===== config.mk =====
export PLATFORM = sky130hd
export DESIGN_NAME = fip_frame_int
export DESIGN_NICKNAME = d
export VERILOG_FILES = /design/src/rtl/fip_pkg.sv /design/src/rtl/fip_down_cnt.sv /design/src/rtl/fip_len_reg.sv /design/src/rtl/fip_seq.sv /design/src/rtl/fip_frame_int.sv
export SDC_FILE = /design/constraint.sdc
export NUM_CORES = 1
export LEC_CHECK = 0
export BUFFER_PORTS_ARGS = -buffer_cell sky130_fd_sc_hd__clkbuf_2
export CAP_MARGIN = 20
export CORE_AREA = 2 2 42 44
export DETAILED_ROUTE_END_ITERATION = 12
export DIE_AREA = 0 0 44 46
export PLACE_DENSITY = 0.84
export SETUP_SLACK_MARGIN = 0.5
export SLEW_MARGIN = 25
export SYNTH_ARGS = -nofsm -noshare
export SYNTH_HDL_FRONTEND = slang
export SYNTH_SLANG_ARGS = --single-unit

===== constraint.sdc =====
create_clock -name clk_i -period 4.8 [get_ports clk_i]
set_input_delay 0 -clock clk_i [delete_from_list [all_inputs] [get_ports clk_i]]
set_output_delay 0 -clock clk_i [all_outputs]
set_load 0.05 [all_outputs]

===== src/rtl/fip_pkg.sv =====
package fip_pkg;
  typedef enum logic {
    MODE_BASE = 1'b0,
    MODE_LATE = 1'b1
  } fip_mode_e;

  typedef enum logic [1:0] {
    ST_IDLE  = 2'd0,
    ST_ONSET = 2'd1,
    ST_PULSE = 2'd2
  } fip_state_e;
endpackage


===== src/rtl/fip_down_cnt.sv =====
module fip_down_cnt #(
  parameter int W = 6
) (
  input  logic         clk_i,
  input  logic         rst_ni,
  input  logic         load_i,
  input  logic [W-1:0] load_val_i,
  input  logic         dec_i,
  output logic [W-1:0] cnt_o,
  output logic         zero_o
);
  logic [W-1:0] cnt_q;

  always_ff @(posedge clk_i or negedge rst_ni) begin
    if (!rst_ni)                       cnt_q <= '0;
    else if (load_i)                   cnt_q <= load_val_i;
    else if (dec_i && (cnt_q != '0))   cnt_q <= cnt_q - W'(1);
  end

  assign cnt_o  = cnt_q;
  assign zero_o = (cnt_q == '0);
endmodule


===== src/rtl/fip_len_reg.sv =====
module fip_len_reg #(
  parameter int LEN_W   = 6,
  parameter int LEN_RST = 32
) (
  input  logic             clk_i,
  input  logic             rst_ni,
  input  logic             we_i,
  input  logic [LEN_W-1:0] wdata_i,
  output logic [LEN_W-1:0] len_o
);
  logic [LEN_W-1:0] len_q;

  always_ff @(posedge clk_i or negedge rst_ni) begin
    if (!rst_ni)   len_q <= LEN_W'(LEN_RST);
    else if (we_i) len_q <= wdata_i;
  end

  assign len_o = len_q;
endmodule


===== src/rtl/fip_seq.sv =====
module fip_seq
  import fip_pkg::*;
#(
  parameter int LEN_W     = 6,
  parameter int ONSET_DLY = 2
) (
  input  logic             clk_i,
  input  logic             rst_ni,
  input  logic             frame_stb_i,
  input  logic             mode_i,
  input  logic [LEN_W-1:0] len_i,
  output logic             int_n_o,
  output logic             busy_o
);
  localparam int DLY_W = (ONSET_DLY > 1) ? $clog2(ONSET_DLY) : 1;

  fip_state_e       st_q, st_d;
  logic             accept;
  logic             pcnt_zero;
  logic             dly_zero;
  logic [LEN_W-1:0] pcnt;

  assign accept = frame_stb_i && (st_q == ST_IDLE) && (len_i != '0);

  always_comb begin
    st_d = st_q;
    unique case (st_q)
      ST_IDLE:  if (accept)
                  st_d = ((fip_mode_e'(mode_i) == MODE_LATE) && (ONSET_DLY > 0)) ? ST_ONSET : ST_PULSE;
      ST_ONSET: if (dly_zero)  st_d = ST_PULSE;
      ST_PULSE: if (pcnt_zero) st_d = ST_IDLE;
      default:  st_d = ST_IDLE;
    endcase
  end

  always_ff @(posedge clk_i or negedge rst_ni) begin
    if (!rst_ni) st_q <= ST_IDLE;
    else         st_q <= st_d;
  end

  // length is captured at accept; later register writes do not reach it
  fip_down_cnt #(.W(LEN_W)) u_pulse_cnt (
    .clk_i      (clk_i),
    .rst_ni     (rst_ni),
    .load_i     (accept),
    .load_val_i (len_i - LEN_W'(1)),
    .dec_i      (st_q == ST_PULSE),
    .cnt_o      (pcnt),
    .zero_o     (pcnt_zero)
  );

  generate
    if (ONSET_DLY > 0) begin : g_onset
      logic [DLY_W-1:0] dly_cnt;
      fip_down_cnt #(.W(DLY_W)) u_onset_cnt (
        .clk_i      (clk_i),
        .rst_ni     (rst_ni),
        .load_i     (accept),
        .load_val_i (DLY_W'(ONSET_DLY - 1)),
        .dec_i      (st_q == ST_ONSET),
        .cnt_o      (dly_cnt),
        .zero_o     (dly_zero)
      );


      onset_step_chk: assert property (@(posedge clk_i) disable iff (!rst_ni)
        (st_q == ST_ONSET) && !dly_zero |=> (st_q == ST_ONSET) && (dly_cnt == $past(dly_cnt) - DLY_W'(1)));
    end else begin : g_no_onset
      assign dly_zero = 1'b1;
    end
  endgenerate

  assign int_n_o = (st_q != ST_PULSE);
  assign busy_o  = (st_q != ST_IDLE);


  pulse_step_chk: assert property (@(posedge clk_i) disable iff (!rst_ni)
    (st_q == ST_PULSE) && !pcnt_zero |=> (st_q == ST_PULSE) && (pcnt == $past(pcnt) - LEN_W'(1)));


  pulse_end_chk: assert property (@(posedge clk_i) disable iff (!rst_ni)
    (st_q == ST_PULSE) && pcnt_zero |=> (st_q == ST_IDLE));
endmodule


===== src/rtl/fip_frame_int.sv =====
module fip_frame_int
  import fip_pkg::*;
#(
  parameter int LEN_W     = 6,
  parameter int LEN_RST   = 32,
  parameter int ONSET_DLY = 2
) (
  input  logic             clk_i,
  input  logic             rst_ni,
  input  logic             frame_stb_i,
  input  logic             mode_i,
  input  logic             len_we_i,
  input  logic [LEN_W-1:0] len_wdata_i,
  output logic             int_n_o,
  output logic             busy_o
);
  logic [LEN_W-1:0] len_q;

  fip_len_reg #(.LEN_W(LEN_W), .LEN_RST(LEN_RST)) u_len (
    .clk_i   (clk_i),
    .rst_ni  (rst_ni),
    .we_i    (len_we_i),
    .wdata_i (len_wdata_i),
    .len_o   (len_q)
  );

  fip_seq #(.LEN_W(LEN_W), .ONSET_DLY(ONSET_DLY)) u_seq (
    .clk_i       (clk_i),
    .rst_ni      (rst_ni),
    .frame_stb_i (frame_stb_i),
    .mode_i      (mode_i),
    .len_i       (len_q),
    .int_n_o     (int_n_o),
    .busy_o      (busy_o)
  );


  zero_len_chk: assert property (@(posedge clk_i) disable iff (!rst_ni)
    frame_stb_i && !busy_o && (len_q == '0) |=> !busy_o && int_n_o);


  base_onset_chk: assert property (@(posedge clk_i) disable iff (!rst_ni)
    frame_stb_i && !busy_o && (len_q != '0) && (fip_mode_e'(mode_i) == MODE_BASE) |=> !int_n_o && busy_o);


  late_onset_chk: assert property (@(posedge clk_i) disable iff (!rst_ni)
    frame_stb_i && !busy_o && (len_q != '0) && (fip_mode_e'(mode_i) == MODE_LATE)
      |=> busy_o && (int_n_o || (ONSET_DLY == 0)));
endmodule


==> results of run 1 <==
flip-flops by register name, summed over array words and instances (netlist names):
signal,count
u_len.len_o,6
u_seq.g_onset.u_onset_cnt.cnt_o,1
u_seq.st_q,2
u_seq.u_pulse_cnt.cnt_o,6
stage by stage:
stage          util [%]  total power [mW]
2_1_floorplan         -             0.415
3_3_place_gp       54.2             0.460
3_5_place_dp       54.2             0.470
4_1_cts            60.4             0.551
5_1_grt            60.4             0.587
6_report           60.4             0.548
area by class of cell:
type	instances	area [um^2]
Fill cell	131	639
Multi-Input combinational cell	58	409
Sequential cell	15	377
Timing Repair Buffer	19	130
Clock buffer	3	22.5
Tap cell	17	21.3
Clock inverter	1	7.51
Inverter	2	7.51
metal layers:
metal  vias up  GRT usage, %  routed length, um
li1        313             -                  -
met1       309          21.8                664
met2        26          32.9                807
met3         2          7.54                114
met4         0          5.45                 12
met5         -             0                  0
synth_stat cells:
master,instances
sky130_fd_sc_hd__a2111oi_2,1
sky130_fd_sc_hd__a211o_1,1
sky130_fd_sc_hd__a211oi_1,1
sky130_fd_sc_hd__a21bo_1,1
sky130_fd_sc_hd__a21boi_1,1
sky130_fd_sc_hd__a21o_1,1
sky130_fd_sc_hd__a21oi_1,6
sky130_fd_sc_hd__a22oi_1,2
sky130_fd_sc_hd__and2_1,1
sky130_fd_sc_hd__buf_4,1
sky130_fd_sc_hd__clkbuf_1,1
sky130_fd_sc_hd__dfrtp_1,14
sky130_fd_sc_hd__dfstp_2,1
sky130_fd_sc_hd__ha_1,1
sky130_fd_sc_hd__inv_1,2
sky130_fd_sc_hd__mux2_2,6
sky130_fd_sc_hd__mux2i_1,2
sky130_fd_sc_hd__nand2_1,7
sky130_fd_sc_hd__nand2b_1,1
sky130_fd_sc_hd__nand3_1,1
sky130_fd_sc_hd__nor2_1,8
sky130_fd_sc_hd__nor3_1,3
sky130_fd_sc_hd__nor3_2,1
sky130_fd_sc_hd__nor3b_4,1
sky130_fd_sc_hd__o21ai_0,2
sky130_fd_sc_hd__o22ai_1,1
sky130_fd_sc_hd__or2_2,1
sky130_fd_sc_hd__or3_1,1
sky130_fd_sc_hd__xnor2_1,2
sky130_fd_sc_hd__xor2_1,5
power by group:
part | internal [mW] | switching [mW] | total (mW)
Sequential | 0.170 | 0.0459 | 0.216
Combinational | 0.103 | 0.154 | 0.257
Clock | 0.0317 | 0.0435 | 0.0752
critical path: cells and delay by family, from the launching register on:
family | cells | cell delay, ns
fa+ha+maj | 1 | 0.24
xor+xnor | 1 | 0.17
flops | 1 | 0.45
mux | 1 | 0.24
compound gates | 2 | 0.57
simple gates | 2 | 0.38
kinds of logic after synthesis:
group	after synthesis	share of synthesized area, %
AO/OA/AOI/OAI	17	14.6
multiplexers	8	10.9
AND/OR/NAND/NOR	25	16.2
flip-flops	15	46.8
adder cells (fa/ha/maj)	1	1.55
buffers and inverters	4	2.33
XOR/XNOR	7	7.62
path summary, 6_finish.rpt:
kind                                              endpoint  slack (ns)  cells after the start
max                             u_seq.u_pulse_cnt.cnt_o[4]        2.70                      7
min                                          u_seq.st_q[0]        0.01                      3
max reg2reg                     u_seq.u_pulse_cnt.cnt_o[4]        2.70                      7
min reg2reg                                 u_len.len_o[0]        0.56                      1
max in group asynchronous                   u_len.len_o[5]        4.33                      2
min in group asynchronous  u_seq.g_onset.u_onset_cnt.cnt_o        0.15                      2
what timing repair did:
action	CTS	global route
hold buffers	7	0
resized for setup	0	0
endpoints found under the hold margin	21	0
==> PnR_summary.wiki, run 1 <==
{| class="wikitable"
! Metric !! Value
|-
| Run status || finished, final reports clean
|-
| Final clock period utilization by the worst path || 43.8%
|-
| CTS tree || done
|-
| Hpwl dp || 1.20 mm
|-
| Count of input and output buffers || 12
|-
| Pin count of the biggest net entering global routing || 16
|-
| Setup slack at placement || 2.70 ns
|-
| Flip-flop and latch count after synthesis || 15
|-
| Number of routed nets with antenna violations || 0
|-
| Placed Cells || 104
|-
| Die width || 44 um
|-
| Post-CTS repair timing setup buffer count || 0
|-
| Net count of the mapped netlist || 89
|-
| Critical Path Source Type || flip-flop
|-
| Yosys warning count || 0
|-
| Number of CTS-inserted buffers || 3
|-
| I/O pin total || 13
|-
| Number of DRC markers in iteration 0 || 14
|-
| Cell with the largest stage delay on the worst path || sky130_fd_sc_hd__dfrtp_1
|-
| Maximum clock insertion buffer count || 2
|-
| Hold crit path type || primary input to flip-flop
|-
| Post-route cell area || 975 um^2
|-
| Placeable Area || 1610 um^2
|-
| Average wire per standard cell || 13.9 um
|-
| Clock-pin slew reported for the worst setup and hold paths after clock tree synthesis || 0.09 ns
|-
| Number of levels in the clock H-tree || 1
|-
| Number of maximum-capacitance constraint violations || 0
|-
| CP peak stage delay || 0.45 ns
|-
| Overflow left after global routing || 0
|-
| Critical path required time || 5.02 ns
|-
| Top cell type by total area after synthesis || sky130_fd_sc_hd__dfrtp_1
|-
| Leakage Power || 0.423 nW
|-
| Critical Path, Cell by Cell || nor3b_4 -> a21boi_1 -> mux2i_1 -> ha_1 -> nand3_1 -> xor2_1 -> a21oi_1
|-
| Synth Instances || 77
|-
| Number of antenna repair diodes || 0
|-
| Setup Viol. Count Final || 0
|-
| Start-to-end type of the worst setup path || flip-flop to flip-flop
|-
| Share of Yosys cell area claimed by the top area cell type || 43.5%
|-
| Minimum clock period after layout || 2.10 ns
|-
| Leading cell types in the layout, fill and taps excluded || 14 x sky130_fd_sc_hd__dfrtp_1, 12 x sky130_fd_sc_hd__clkbuf_2, 8 x sky130_fd_sc_hd__nor2_1
|-
| Worst path arrival time || 2.32 ns
|-
| Worst slew pin tran || 0.524 ns
|-
| Remaining DRCs || 0
|-
| Vias in the first global route || 614
|-
| Final-layout worst hold slack || 0.0113 ns
|-
| Achievable Freq || 475 MHz
|-
| First-pass GRT wire length || 2.71 mm
|-
| Die Area || 2020 um^2
|-
| Vias post-DR || 650
|-
| Gp weighted congestion || 0.880
|-
| Most common cell after layout, fill and taps aside || sky130_fd_sc_hd__dfrtp_1
|-
| Nature of the critical path endpoint || flip-flop
|-
| Die outline height || 46 um
|-
| Row count || 15
|-
| Starting Density || 49.8%
|-
| WL final || 1.60 mm
|-
| Number of search-and-repair iterations in the first detailed-routing pass || 4
|-
| Final Instance Count excl. Fillers || 115
|-
| Per-cell via count in the routed design || 5.65
|-
| Placed cell area || 875 um^2
|-
| Layout net count || 111
|-
| Final-report hold violation count || 0
|-
| Mean area per synthesized cell || 10.4 um^2
|-
| Source-to-sink clock delay at the later pin of the worst-skew pair || 0.29 ns
|-
| Part of the Yosys area used for sequential elements || 46.8%
|-
| Pwr/cell area || 562 nW/um^2
|-
| Unrepaired setup endpoints after global routing || no
|-
| Cell area after technology mapping || 805 um^2
|-
| Startpoint of the most critical hold path || mode_i
|-
| Layout area overhead || 21.2%
|-
| Worst-path fanout max || 6
|-
| Worst setup path startpoint || u_seq.st_q[1]
|-
| Worst vdd ir || 272 uV
|-
| Fraction of final layout cells with drive strength greater than 1 || 27.6%
|-
| Number of sinks handled by clock tree synthesis || 15
|-
| Relative slew margins || 65.0%
|-
| Antenna violations before repair || 0
|-
| Pins Over Slew Limit || 0
|-
| Critical R2R Launch || u_seq.st_q[1]
|-
| Clk Tree Root Cell || sky130_fd_sc_hd__clkbuf_4
|-
| Ranking of synthesized cells by area || sky130_fd_sc_hd__dfrtp_1 44%, sky130_fd_sc_hd__mux2_2 8.4%, sky130_fd_sc_hd__xor2_1 5.4%
|-
| Final setup slack of the worst path || 2.70 ns
|-
| Combined global-route utilization of all metal layers || 19.1%
|-
| Unique cell type count in the Yosys netlist || 30
|-
| Sum of negative setup slack || 0 ns
|-
| Clock Skews || 0.000971 ns
|}
Power figures use the tool's default switching activity.
==> run 2, diff against run 1 <==
clock period = 2 ns   (was 4.8 ns; I/O delays follow)
==> run 2 against run 1 <==
  * Die area did not move
  * Critical endpoint unchanged
  * Clock power rose by 120%
  * Fmax rose by 12%
  * Hold slack got worse by 0.0011 ns
  * Largest cell class unchanged
==> PnR_summary.wiki, run 2 (synthesis results as in run 1) <==
{| class="wikitable"
! Metric !! Value
|-
| Clock Skews || 0.00178 ns
|-
| Number of antenna repair diodes || 0
|-
| Leakage Power || 0.497 nW
|-
| Cell with the largest stage delay on the worst path || sky130_fd_sc_hd__dfrtp_1
|-
| Count of input and output buffers || 12
|-
| First-pass GRT wire length || 3.18 mm
|-
| Overflow left after global routing || 0
|-
| Antenna violations before repair || 0
|-
| Number of DRC markers in iteration 0 || 15
|-
| Number of sinks handled by clock tree synthesis || 15
|-
| Pin count of the biggest net entering global routing || 16
|-
| Number of search-and-repair iterations in the first detailed-routing pass || 4
|-
| Reg power frac || 34.2%
|-
| Source-to-sink clock delay at the later pin of the worst-skew pair || 0.28 ns
|-
| Unrepaired setup endpoints after global routing || yes
|-
| Combined global-route utilization of all metal layers || 22.1%
|-
| Layout area overhead || 40.4%
|-
| Average wire per standard cell || 15.9 um
|-
| Hold crit path type || primary input to flip-flop
|-
| Maximum clock insertion buffer count || 2
|-
| Placeable Area || 1610 um^2
|-
| Row count || 15
|-
| Sum of negative setup slack || 0 ns
|-
| Number of levels in the clock H-tree || 1
|-
| Leading cell types in the layout, fill and taps excluded || 13 x sky130_fd_sc_hd__buf_4, 13 x sky130_fd_sc_hd__dfrtp_1, 12 x sky130_fd_sc_hd__clkbuf_2
|-
| Achievable Freq || 531 MHz
|-
| Final-report hold violation count || 0
|-
| Power Internal || 0.880 mW
|-
| Nature of the critical path endpoint || flip-flop
|-
| Fraction of final layout cells with drive strength greater than 1 || 44.1%
|-
| Gp weighted congestion || 0.798
|-
| Die outline height || 46 um
|-
| Remaining DRCs || 0
|-
| Critical Path, Cell by Cell || nor3b_4 -> a21boi_4 -> mux2i_1 -> ha_2 -> nand2_1 -> xnor2_1 -> nor2_1 -> a21oi_1
|-
| Relative slew margins || 75.8%
|-
| Per-cell via count in the routed design || 5.49
|-
| Setup slack at placement || 0.137 ns
|-
| Number of routed nets with antenna violations || 0
|-
| Hpwl dp || 1.22 mm
|-
| Worst path arrival time || 2.09 ns
|-
| CP peak stage delay || 0.42 ns
|-
| Critical Path Source Type || flip-flop
|-
| Final setup slack of the worst path || 0.117 ns
|-
| Die width || 44 um
|-
| Layout net count || 124
|-
| Critical path required time || 2.21 ns
|-
| Start-to-end type of the worst setup path || flip-flop to flip-flop
|-
| Pwr/cell area || 1370 nW/um^2
|-
| Clk Tree Root Cell || sky130_fd_sc_hd__clkbuf_4
|-
| Setup Viol. Count Final || 0
|-
| Clock-pin slew reported for the worst setup and hold paths after clock tree synthesis || 0.08 ns
|-
| Minimum clock period after layout || 1.88 ns
|-
| Pins Over Slew Limit || 0
|-
| Clock power frac || 10.9%
|-
| Total Power Consumption || 1.55 mW
|-
| I/O pin total || 13
|-
| Worst slew pin tran || 0.361 ns
|-
| Worst vdd ir || 833 uV
|-
| Worst-path fanout max || 4
|-
| WL final || 2.03 mm
|-
| Run status || finished, final reports clean
|-
| Die Area || 2020 um^2
|-
| Vias post-DR || 703
|-
| Number of maximum-capacitance constraint violations || 0
|-
| Final clock period utilization by the worst path || 94.1%
|-
| Vias in the first global route || 743
|-
| Number of CTS-inserted buffers || 3
|-
| Combinational cell fraction of total power || 54.9%
|-
| CTS tree || done
|-
| Net switching power of the design || 0.670 mW
|-
| Starting Density || 49.8%
|-
| Net switching share of the total power || 43.3%
|}
==> run 2: changes by cell type in the layout (fill, tap and decap cells not counted), moves of 2 or more <==
cell | before | now
sky130_fd_sc_hd__a21oi_2 | 0 | 2
sky130_fd_sc_hd__a21oi_1 | 6 | 3
sky130_fd_sc_hd__buf_4 | 0 | 13
sky130_fd_sc_hd__nor3_1 | 3 | 1
sky130_fd_sc_hd__nor3_4 | 0 | 2
==> run 2: area by class of cell <==
| class | instances | area, um^2 |
|---|---|---|
| fill | 132 | 484 |
| multi-input combinational | 58 | 469 |
| sequential | 15 | 378 |
| timing repair buffer | 32 | 228 |
| clock buffer | 4 | 26.3 |
| tap | 17 | 21.3 |
| inverter | 2 | 7.51 |
==> run 2: power groups by stage <==
stage	Sequential, mW	Clock (mW)	Combinational (mW)
final	0.530	0.169	0.851
after global routing	0.540	0.184	0.933
after CTS	0.522	0.171	0.751
after detailed placement	0.529	0	0.665
after global placement	0.524	0	0.636
after floorplan	0.500	0	0.536
==> run 2: worst paths after layout <==
check | slack, ns | to | from | cells past startpoint
worst max-delay path | 0.12 | u_seq.u_pulse_cnt.cnt_o[4] | u_seq.st_q[0] | 8
worst min-delay path | 0.01 | u_seq.st_q[0] | mode_i | 3
worst max register to register | 0.12 | u_seq.u_pulse_cnt.cnt_o[4] | u_seq.st_q[0] | 8
worst min register to register | 0.59 | u_seq.g_onset.u_onset_cnt.cnt_o | u_seq.g_onset.u_onset_cnt.cnt_o | 2
max in group asynchronous | 1.53 | u_len.len_o[5] | rst_ni | 2
min in group asynchronous | 0.17 | u_seq.g_onset.u_onset_cnt.cnt_o | rst_ni | 2
==> run 2: through the flow <==
step	std cells	cell area (um^2)	util (%)	hold slack, ns
floorplan	77	841	-	-0.296
global placement	106	922	57.1	-0.0703
detailed placement	106	922	57.1	-0.0678
CTS	123	1080	66.8	0.0171
global route	128	1130	70.0	0.0696
finish	128	1130	70.0	0.0102
==> run 2: repair_timing <==
| item | 4_1_cts | 5_1_grt |
|---|---|---|
| pin swaps | 6 | 6 |
| endpoints found under the hold margin | 21 | 0 |
| endpoints found under the setup margin | 5 | 7 |
| setup buffers | 6 | 5 |
| cloned | 0 | 0 |
| hold buffers | 7 | 0 |
| gates resized for setup | 3 | 5 |
==> run 2: worst max-delay path, delay by kind of cell, from the launching register on <==
kind,cells,cell delay [ns]
flip-flops,1,0.42
AO/OA/AOI/OAI,2,0.33
multiplexers,1,0.26
AND/OR/NAND/NOR,3,0.40
adder cells (fa/ha/maj),1,0.25
XOR/XNOR,1,0.14
==> run 2: metal layers <==
metal | part of all wire, % | vias up | global-route usage (%)
met2 | 57 | 22 | 42.4
met1 | 39 | 341 | 24.8
met4 | 0.44 | 0 | 7.27
li1 | - | 338 | -
met3 | 4.0 | 2 | 3.57
met5 | 0 | - | 0
==> run 3, diff against run 2 <==
CTS_CLUSTER_DIAMETER = 120   (was default)
RECOVER_POWER = 100   (was default)
==> run 3 against run 2 <==
  * Die area stayed put
  * First-iteration DRC count shrank 6.7%
  * Cell count unchanged
  * Via count up 1.0%
  * Clock-buffer cell count unchanged
  * Sequential power hardly changed
  * Final area shrank 0.33%
==> PnR_summary.wiki, run 3 (synthesis results as in run 1) <==
{| class="wikitable"
! Metric !! Value
|-
| Run status || finished, final reports clean
|-
| Unrepaired setup endpoints after global routing || yes
|-
| Worst-path fanout max || 4
|-
| Start-to-end type of the worst setup path || flip-flop to flip-flop
|-
| Final-layout worst hold slack || 0.0122 ns
|-
| Hold crit path type || primary input to flip-flop
|-
| Fraction of final layout cells with drive strength greater than 1 || 40.5%
|-
| Vias post-DR || 710
|-
| Row count || 15
|-
| CTS tree || done
|-
| Worst slew pin tran || 0.784 ns
|-
| Area taken by multi-input logic gates || 469 um^2
|-
| Number of DRC markers in iteration 0 || 14
|-
| Layout net count || 124
|-
| Hpwl dp || 1.22 mm
|-
| Die Area || 2020 um^2
|-
| Placed cell area || 922 um^2
|-
| Clock Skews || 0.00148 ns
|-
| Setup Viol. Count Final || 0
|-
| Number of antenna repair diodes || 0
|-
| Number of CTS-inserted buffers || 3
|-
| I/O pin total || 13
|-
| Layout area overhead || 40.0%
|-
| Number of maximum-capacitance constraint violations || 0
|-
| FF+latch area || 378 um^2
|-
| Number of search-and-repair iterations in the first detailed-routing pass || 4
|-
| Final setup slack of the worst path || 0.114 ns
|-
| Final-report hold violation count || 0
|-
| Per-cell via count in the routed design || 5.55
|-
| Number of routed nets with antenna violations || 0
|-
| First-pass GRT wire length || 3.18 mm
|-
| Number of levels in the clock H-tree || 1
|-
| Minimum clock period after layout || 1.89 ns
|-
| Overflow left after global routing || 0
|-
| Die width || 44 um
|-
| Clock-pin slew reported for the worst setup and hold paths after clock tree synthesis || 0.08 ns
|-
| Clk Tree Root Cell || sky130_fd_sc_hd__clkbuf_4
|-
| Pwr/cell area || 1370 nW/um^2
|-
| Number of sinks handled by clock tree synthesis || 15
|-
| Vias in the first global route || 743
|-
| Placeable Area || 1610 um^2
|-
| Leading cell types in the layout, fill and taps excluded || 13 x sky130_fd_sc_hd__buf_4, 13 x sky130_fd_sc_hd__dfrtp_1, 9 x sky130_fd_sc_hd__clkbuf_2
|-
| Leakage Power || 0.488 nW
|-
| Setup slack at placement || 0.137 ns
|-
| Total Power Consumption || 1.55 mW
|-
| Starting Density || 49.8%
|-
| Average wire per standard cell || 16.0 um
|-
| Source-to-sink clock delay at the later pin of the worst-skew pair || 0.28 ns
|-
| Nature of the critical path endpoint || flip-flop
|-
| Count of input and output buffers || 12
|-
| Worst vdd ir || 832 uV
|-
| Pin count of the biggest net entering global routing || 16
|-
| Worst path arrival time || 2.05 ns
|-
| Critical path required time || 2.17 ns
|-
| Relative slew margins || 47.8%
|-
| Pins Over Slew Limit || 0
|-
| Die outline height || 46 um
|-
| WL final || 2.04 mm
|-
| Maximum clock insertion buffer count || 2
|-
| Achievable Freq || 530 MHz
|-
| Core utilization of the finished layout || 69.8%
|-
| Remaining DRCs || 0
|-
| Post-route cell area || 1130 um^2
|-
| Final clock period utilization by the worst path || 94.3%
|-
| Total of fill cells in the finished design || 135
|-
| Combined global-route utilization of all metal layers || 22.1%
|-
| Antenna violations before repair || 0
|-
| Gp weighted congestion || 0.798
|-
| Critical Path Source Type || flip-flop
|}
[run 3: cell types whose count changed in the layout (fill, tap and decap cells not counted)]
cell and delta:
sky130_fd_sc_hd__clkbuf_1 +3, sky130_fd_sc_hd__clkbuf_2 -3, sky130_fd_sc_hd__dfstp_1 +1, sky130_fd_sc_hd__dfstp_2 -1
[run 3: routing by layer]
| metal | vias to the layer above | track usage, % | wire, um |
|---|---|---|---|
| li1 | 339 | - | - |
| met1 | 342 | 24.8 | 778 |
| met2 | 27 | 42.4 | 1160 |
| met3 | 2 | 3.57 | 96 |
| met4 | 0 | 7.27 | 9 |
| met5 | - | 0 | 0 |
[run 3: repair_timing]
action	4_1_cts	5_1_grt
setup buffers	6	5
gates resized for setup	3	5
hold buffers	7	0
pin swaps	6	6
endpoints found under the setup margin	5	7
endpoints found under the hold margin	21	0
[run 3: path summary, 6_finish.rpt]
kind,startpoint,endpoint,slack (ns),cells past startpoint
worst max-delay path,u_seq.st_q[0],u_seq.u_pulse_cnt.cnt_o[4],0.11,8
worst min-delay path,mode_i,u_seq.st_q[0],0.01,3
worst max register to register,u_seq.st_q[0],u_seq.u_pulse_cnt.cnt_o[4],0.11,8
worst min register to register,u_len.len_o[4],u_len.len_o[4],0.59,1
max in group asynchronous,rst_ni,u_len.len_o[4],1.14,2
min in group asynchronous,rst_ni,u_seq.st_q[0],0.32,2
[run 3: where the power goes]
part           switching [mW]  internal [mW]  leakage (nW)
clock network          0.0913         0.0773        0.0150
registers               0.123          0.407         0.171
logic                   0.459          0.388         0.302
total                   0.674          0.872         0.488
[run 3: critical path, cell delays in order (launching register included)]
cell	delay (ns)
sky130_fd_sc_hd__dfrtp_1	0.42
sky130_fd_sc_hd__nor3b_4	0.26
sky130_fd_sc_hd__a21boi_4	0.23
sky130_fd_sc_hd__mux2i_1	0.26
sky130_fd_sc_hd__ha_2	0.26
sky130_fd_sc_hd__nand2_1	0.09
sky130_fd_sc_hd__xnor2_1	0.13
sky130_fd_sc_hd__nor2_1	0.08
sky130_fd_sc_hd__a21oi_1	0.04
[run 3: layout make-up]
type                    instances  area share (%)
multi-input cells              58            41.7
flip-flops and latches         15            33.6
repair buffers                 32            19.9
clock buffers                   4            2.33
well taps                      17            1.89
inverters                       2           0.667
[run 3: stage by stage]
stage	setup TNS, ns	cells
6_report	0	128
5_1_grt	-0.0719	128
4_1_cts	0	123
3_5_place_dp	0	106
3_3_place_gp	0	106
2_1_floorplan	0	77
